[config.mk]
export PLATFORM = sky130hd
export DESIGN_NAME = dac_frame_master
export DESIGN_NICKNAME = d
export VERILOG_FILES = /design/src/rtl/dac_ser_pkg.sv /design/src/rtl/dac_half_timer.sv /design/src/rtl/dac_frame_shifter.sv /design/src/rtl/dac_gap_timer.sv /design/src/rtl/dac_frame_master.sv
export SDC_FILE = /design/constraint.sdc
export NUM_CORES = 1
export LEC_CHECK = 0
export ABC_AREA = 1
export BUFFER_PORTS_ARGS = -buffer_cell sky130_fd_sc_hd__clkbuf_2
export CAP_MARGIN = 20
export CORE_ASPECT_RATIO = 0.8
export CORE_UTILIZATION = 45
export CTS_CLUSTER_DIAMETER = 150
export DETAILED_ROUTE_END_ITERATION = 8
export MAX_ROUTING_LAYER = met4
export PLACE_DENSITY = 0.65
export SYNTH_ARGS = -nofsm -noshare
export SYNTH_HDL_FRONTEND = slang
export SYNTH_SLANG_ARGS = --single-unit
export TNS_END_PERCENT = 30
[constraint.sdc]
create_clock -name clk -period 2.9 [get_ports clk]
set_clock_uncertainty 0.1 [all_clocks]
set_input_delay 0 -clock clk [delete_from_list [all_inputs] [get_ports clk]]
set_output_delay 0 -clock clk [all_outputs]
set_load 0.02 [all_outputs]
[src/rtl/dac_ser_pkg.sv]
package dac_ser_pkg;
  localparam int CODE_W  = 16;
  localparam int MODE_W  = 2;
  localparam int PAD_W   = 6;
  localparam int FRAME_W = PAD_W + MODE_W + CODE_W;

  typedef enum logic [2:0] {
    ST_IDLE,
    ST_LEAD,
    ST_HIGH,
    ST_LOW,
    ST_END
  } ser_state_e;

  function automatic logic [FRAME_W-1:0] build_frame(
    input logic [CODE_W-1:0] code,
    input logic [MODE_W-1:0] mode
  );
    return {{PAD_W{1'b0}}, mode, code};
  endfunction
endpackage

[src/rtl/dac_half_timer.sv]
module dac_half_timer #(
  parameter int HALF_DIV = 2
) (
  input  logic clk,
  input  logic rst_n,
  input  logic run,
  output logic tick
);
  generate
    if (HALF_DIV <= 1) begin : g_every
      assign tick = run;
    end else begin : g_count
      localparam int CW = $clog2(HALF_DIV);
      logic [CW-1:0] cnt;
      always_ff @(posedge clk) begin
        if (!rst_n || !run) begin
          cnt <= '0;
        end else if (cnt == CW'(HALF_DIV-1)) begin
          cnt <= '0;
        end else begin
          cnt <= cnt + 1'b1;
        end
      end
      assign tick = run && (cnt == CW'(HALF_DIV-1));
    end
  endgenerate
endmodule

[src/rtl/dac_frame_shifter.sv]
module dac_frame_shifter #(
  parameter int W = 24
) (
  input  logic         clk,
  input  logic         rst_n,
  input  logic         load,
  input  logic [W-1:0] load_val,
  input  logic         shift,
  input  logic         clear,
  output logic         bit_out
);
  logic [W-1:0] sh;

  always_ff @(posedge clk) begin
    if (!rst_n) begin
      sh      <= '0;
      bit_out <= 1'b0;
    end else if (clear) begin
      sh      <= '0;
      bit_out <= 1'b0;
    end else if (load) begin
      sh      <= load_val;
    end else if (shift) begin
      bit_out <= sh[W-1];
      sh      <= {sh[W-2:0], 1'b0};
    end
  end
endmodule

[src/rtl/dac_gap_timer.sv]
module dac_gap_timer #(
  parameter int GAP_CYC = 4
) (
  input  logic clk,
  input  logic rst_n,
  input  logic start,
  output logic expired
);
  localparam int CW = $clog2(GAP_CYC + 1);
  logic [CW-1:0] cnt;

  always_ff @(posedge clk) begin
    if (!rst_n) begin
      cnt <= '0;
    end else if (start) begin
      cnt <= CW'(GAP_CYC);
    end else if (cnt != '0) begin
      cnt <= cnt - 1'b1;
    end
  end

  assign expired = (cnt == '0);
endmodule

[src/rtl/dac_frame_master.sv]
module dac_frame_master
  import dac_ser_pkg::*;
#(
  parameter int HALF_DIV = 2,
  parameter int GAP_CYC  = 4
) (
  input  logic              clk,
  input  logic              rst_n,
  input  logic              in_valid,
  output logic              in_ready,
  input  logic [CODE_W-1:0] in_code,
  input  logic [MODE_W-1:0] in_mode,
  input  logic              abort,
  output logic              sync_n,
  output logic              sclk,
  output logic              sdo,
  output logic              busy,
  output logic              done
);
  localparam int FC_W = $clog2(FRAME_W + 1);

  ser_state_e    st;
  logic          sync_q, sclk_q, done_q;
  logic [FC_W-1:0] fall_cnt;
  logic          tick, gap_ok, run;
  logic          accept, in_frame, abort_hit, last_fall;
  logic          shift_now, gap_start;

  assign run       = (st != ST_IDLE);
  assign in_ready  = (st == ST_IDLE) && gap_ok;
  assign accept    = in_valid && in_ready;
  assign in_frame  = (st == ST_LEAD) || (st == ST_HIGH) || (st == ST_LOW);
  assign abort_hit = abort && in_frame;
  assign last_fall = (st == ST_HIGH) && tick && (fall_cnt == FC_W'(FRAME_W-1));
  assign shift_now = tick && ((st == ST_LEAD) || (st == ST_LOW)) && !abort_hit;
  assign gap_start = abort_hit || (st == ST_END);

  dac_half_timer #(.HALF_DIV(HALF_DIV)) u_div (
    .clk(clk), .rst_n(rst_n), .run(run), .tick(tick)
  );

  dac_frame_shifter #(.W(FRAME_W)) u_shift (
    .clk(clk), .rst_n(rst_n),
    .load(accept), .load_val(build_frame(in_code, in_mode)),
    .shift(shift_now), .clear(gap_start), .bit_out(sdo)
  );

  dac_gap_timer #(.GAP_CYC(GAP_CYC)) u_gap (
    .clk(clk), .rst_n(rst_n), .start(gap_start), .expired(gap_ok)
  );

  always_ff @(posedge clk) begin
    if (!rst_n) begin
      st       <= ST_IDLE;
      sync_q   <= 1'b1;
      sclk_q   <= 1'b0;
      done_q   <= 1'b0;
      fall_cnt <= '0;
    end else begin
      done_q <= 1'b0;
      if (abort_hit) begin
        st     <= ST_IDLE;
        sync_q <= 1'b1;
        sclk_q <= 1'b0;
      end else begin
        case (st)
          ST_IDLE: if (accept) begin
            st       <= ST_LEAD;
            sync_q   <= 1'b0;
            fall_cnt <= '0;
          end
          ST_LEAD, ST_LOW: if (tick) begin
            sclk_q <= 1'b1;
            st     <= ST_HIGH;
          end
          ST_HIGH: if (tick) begin
            sclk_q   <= 1'b0;
            fall_cnt <= fall_cnt + 1'b1;
            if (last_fall) begin
              st     <= ST_END;
              done_q <= 1'b1;
            end else begin
              st <= ST_LOW;
            end
          end
          ST_END: begin
            sync_q <= 1'b1;
            st     <= ST_IDLE;
          end
          default: st <= ST_IDLE;
        endcase
      end
    end
  end

  assign sync_n = sync_q;
  assign sclk   = sclk_q;
  assign done   = done_q;
  assign busy   = run;
endmodule

# Word-level counts from Yosys, hierarchy flattened
# Index checks and enable logic that the tools add are counted.
# totals
rom_bits	0
out_inout_bits	6
latch_bits	0
inputBits	22
mem_bits_rw	0
word_cells	81
reg_bits	40
mem_count	0
# classes
bitwise	5
n_eq_ne	8
n_reduce_logical	36
add_sub_neg	3
muxes	18
order_cmp	0
div_mod_pow	0
mul	0
shifts	0
# op_table
operator	n
2-to-1 mux 18 bit	2
2-to-1 mux 3 bit	6
2-to-1 mux 5 bit	2
case mux 5 bit (2 select lines)	1
nonzero test 2 bit	5
case mux 3 bit (3 select lines)	1
logical AND 1 bit	8
OR reduction 2 bit	4
equality test 3 x 2 -> 1 bit (second input constant)	2
logical NOT 3 bit	2
!= test 2 bit (second input constant)	3
AND reduction 3 bit	2
nonzero test 3 bit	2
adder 5 x 1 -> 5 bit (second input constant)	1
equality test 5 bit (second input constant)	1
logical OR 1 bit	5
NOT 1 bit	5
2-to-1 mux 1 bit	4
case mux 1 bit (2 select lines)	2
AND reduction 2 bit	2
AND reduction 4 bit	1
OR reduction 4 bit	1
equality test 3 x 1 -> 1 bit (second input constant)	1
equality test 3 bit (second input constant)	1
other kinds (4)	6

# Longest topological paths before layout
# logic_depth
ltp_word	8
depth_mapped	12
depth_no_buf	11

# Modules after synthesis
# A second synthesis with hierarchy kept.
# hier_totals
hier_cells	316
area_unflattened_um2	2138.3
# modules_own_cells
mod	n_inst	seq_area_each_um2	cells_per_inst	area_per_inst_um2
dac_frame_shifter	1	500.5	186	1246.2
dac_frame_master	1	220.2	98	675.6
dac_gap_timer	1	60.1	27	178.9
dac_half_timer	1	20.0	5	37.5

# Least setup slack after synthesis
# Ideal clock, no wire load.
# synth_timing
kind	register to register
from	register u_gap.cnt[0]
to	register u_shift.sh[14]
path_stages_with_launch	13
arrival_time_ns	1.565
slack_ns	1.126
period_less_slack_ns	1.774
setup_ns	0.109
path_buffers	2
required_ns	2.691
cell_sequence	dfxtp_1 > inv_1 > ha_1 > ha_1 > inv_2 > nor2_4 > nand2_4 > buf_6 > buf_12 > nand3_2 > nand3_2 > nand2_1 > inv_1
# synth_via
elab_chain_len	4
elab_cells_between_ends	5
classes_between	mux: 1; reduce/logical: 4
# synth_lines
item	line_no	text
start, declared	dac_gap_timer.sv:10	logic [CW-1:0] cnt;
start signal, assigned	dac_gap_timer.sv:16	cnt <= CW'(GAP_CYC);
start signal, assigned	dac_gap_timer.sv:18	cnt <= cnt - 1'b1;
logical NOT 3 bit (*)	dac_gap_timer.sv:22	assign expired = (cnt == '0);
logical AND 1 bit (*)	dac_frame_master.sv:30	assign in_ready = (st == ST_IDLE) && gap_ok;
net in_ready	dac_frame_master.sv:10	output logic in_ready,
logical AND 1 bit (*)	dac_frame_master.sv:31	assign accept = in_valid && in_ready;
2-to-1 mux 18 bit / nonzero test 2 bit (equally long branches)	--	
end signal, assigned	dac_frame_shifter.sv:22	sh <= load_val;
end signal, assigned	dac_frame_shifter.sv:25	sh <= {sh[W-2:0], 1'b0};
end, declared	dac_frame_shifter.sv:12	logic [W-1:0] sh;
# The timed path passes the listed nets; every way through them passes the cells marked *.
# A chain may end at the register's enable or synchronous reset.

# Final worst setup path
# layout_timing
from	register u_gap.cnt[0]
to	register u_shift.sh[1]
# layout_via
elab_chain_len	4
elab_cells_between_ends	5
classes_between	mux: 1; reduce/logical: 4
# layout_lines
item	line_no
logical NOT 3 bit (*)	dac_gap_timer.sv:22
logical AND 1 bit (*)	dac_frame_master.sv:30
logical AND 1 bit (*)	dac_frame_master.sv:31
2-to-1 mux 18 bit / nonzero test 2 bit (equally long branches)	--
# Mark *: on every way between the ends. The rest lies on a longest branch, timed or not.

==> results.md <==
- Status: finished with violations
- Failing checks: DRC
- Initial Util: 0.4679
- Fin crit share: 0.6589
- Mapped Avg Cell Area: 7.242 um^2
- Worst Path Required: 3.04 ns
- Filler instances: 434
- Syn. warnings: 0
- Final Max Tran Viols: 0
- Max_cap viols: 0
- Vias/cell: 4.600
- First-pass DRT Iterations: 6
- HPWL after detailed placement: 2.959 mm
- Commonest non-fill, non-tap cell in the layout: nand2_1
- Post-synthesis sequential area ratio: 0.3723
- Fmax: 0.5234 GHz
- Vias in the first global route: 1,792
- Routed len/inst: 10.38 um
- Drt total wl: 4.185 mm
- Max_slew headroom: 0.6455
- Placement Cell Area: 0.002262 mm^2
- DR vias: 1,854
- Initial antenna violation count: 0
- Startpoint Class: flip-flop
- RSZ-0062 raised after global routing: no
- ANT nets after route: 0
- Clock slew at reported path FFs: 0.07 ns
- Inserted Diodes: 0
- Synth area leaders: dfxtp_1 37%, nand2_1 16%, nand3_2 8.8%, inv_1 7.3%, nor2_1 4.5%
- Filler-free cell count of the finished design: 403
- Port buffer count: 27
- P&R area growth vs syn: 18.09%
- Synth cell types: 28
- Place WS: 0.9613 ns
- Inst Count DP: 376
- WP data arrival: 2.05 ns
- Largest vdd supply drop: 0.2754 mV
- Synthesized area: 0.002151 mm^2
- Die Ht: 63.84 um
- Total CTS buffers: 5
- Share of layout cells above drive strength 1: 0.2070
- Leak Pwr: 1.328 nW
- Post-route cell area: 0.002540 mm^2
- Critical Path Fanout Max: 20
- Largest area contributor in the netlist: dfxtp_1
- FP Rows: 22
- Core Util, Final: 0.5525
- Die W: 79.30 um
- Synthesized flop and latch total: 40
- Synth top area share: 0.3723
- Crit Path Category: flip-flop to flip-flop
- Worst hold slack: 0.1381 ns
- CTS resizes: 0
- Syn_nets: 323
- Gr ovfl total: 0
- I/O pin total: 28
- Fin crit period: 1.911 ns
- Postcts setup bufs: 0
- Worst slew pin tran: 0.5318 ns
- CTS root buf: clkbuf_8
- Most frequent cells in the layout: 94 x nand2_1, 42 x inv_1, 40 x dfxtp_1, 27 x clkbuf_2, 26 x nor2_1
- Pin count of the biggest net entering global routing: 27
- Die Area: 0.005062 mm^2
- Pwr Total: 2.073 mW
- Final worst slack: 0.9893 ns
- Count of final setup violators: 0
- First-pass GRT wire length: 7.583 mm
- Synthesized instance count: 297
- CTS Buffer Depth: 2
- CP endpoint kind: flip-flop
- Final hold viol count: 0
- CTS tree: yes
- GPL Wtd Cong: 0.9016
- Power Density: 816.1 mW/mm^2
- H-tree depth: 2
- GR Util All Layers: 0.1959
- Worst hold path type: input pin to flip-flop
- Nets: 369
- DRC: 1
- First DRT Iteration DRCs: 93
- Clk sink count: 40
- Clk Latency, worst-skew pair: 0.29 ns
- Floorplan core area: 0.004597 mm^2
- Total negative slack: 0 ns
==> state kept, by name, indices dropped and copies added (netlist names) <==
name               cells
done                   1
fall_cnt               5
sclk                   1
st                     3
sync_n                 1
u_div.g_count.cnt      1
u_gap.cnt              3
u_shift.bit_out        1
u_shift.sh            24
==> kinds of logic (layout without fill, tap and decap cells) <==
| kind of cell | count (synthesis) | count (layout) | synth area share |
|---|---|---|---|
| simple gates | 170 | 170 | 0.4072 |
| buf+inv | 57 | 103 | 0.1338 |
| flops | 40 | 40 | 0.3723 |
| compound gates | 26 | 26 | 0.06341 |
| fa+ha+maj | 4 | 4 | 0.02327 |
==> area by class of cell <==
type                    count  area (um^2)  area share
clock buffers               6        72.57     0.02857
well taps                  60        75.07     0.02956
flip-flops and latches     40        800.8      0.3153
clock inverters             1        5.005    0.001970
repair buffers             47        335.3      0.1320
multi-input cells         200         1062      0.4182
inverters                  49        188.9     0.07438
==> timing repair <==
item,4_1_cts,5_1_grt
hold buffers,20,0
endpoints found under the setup margin,0,0
hold endpoints to repair,24,0
==> synthesized netlist by cell type <==
master and number:
a21oi_1 19, inv_2 4, nor4_1 2, o211ai_1 1, nand3_1 12, nand4_1 1, nand3_2 19, nand3_4 1
nor2_8 1, nor3_1 1, inv_1 42, o21ai_0 4, nand2_2 4, nor2_4 3, nand3b_1 1, ha_1 4
buf_6 7, dfxtp_1 40, nor2_2 1, buf_12 1, inv_4 2, a31oi_1 1, clkinv_1 1, nand2_1 94
nor2_1 26, nand2_4 3, o21a_1 1, nor3b_1 1
==> worst max-delay path, cell delays in order, from the launching register on <==
cell     delay [ns]
dfxtp_1        0.32
inv_1          0.07
ha_1           0.16
ha_1           0.28
inv_2          0.09
nor2_4         0.14
nand2_4        0.18
inv_4          0.24
nand2_1        0.08
nand3_1        0.08
nand2_1        0.05
inv_1          0.06
==> layer usage <==
| layer | wire [um] | up-vias | GRT usage |
|---|---|---|---|
| met3 | 181 | 6 | 0.04429 |
| met2 | 1756 | 37 | 0.2909 |
| met1 | 2184 | 807 | 0.2551 |
| li1 | - | 1004 | - |
| met5 | 0 | - | - |
| met4 | 62 | 0 | 0.08409 |
==> power by group <==
part           internal (mW)  switching, mW
Clock                  0.164          0.184
Sequential             0.658         0.0698
Combinational          0.331          0.666
Total                   1.15          0.920
==> path summary, 6_finish.rpt <==
kind	startpoint	slack, ns	depth (start not counted)	end
worst min register to register	sync_n$_SDFFE_PP1P_	0.36	2	sync_n$_SDFFE_PP1P_
worst min-delay path	in_valid	0.14	4	sync_n$_SDFFE_PP1P_
worst max-delay path	u_gap.cnt[0]$_SDFFE_PP0P_	0.99	11	u_shift.sh[1]$_SDFFE_PP0P_
worst max register to register	u_gap.cnt[0]$_SDFFE_PP0P_	0.99	11	u_shift.sh[1]$_SDFFE_PP0P_
(Power assumes the default switching activity.)
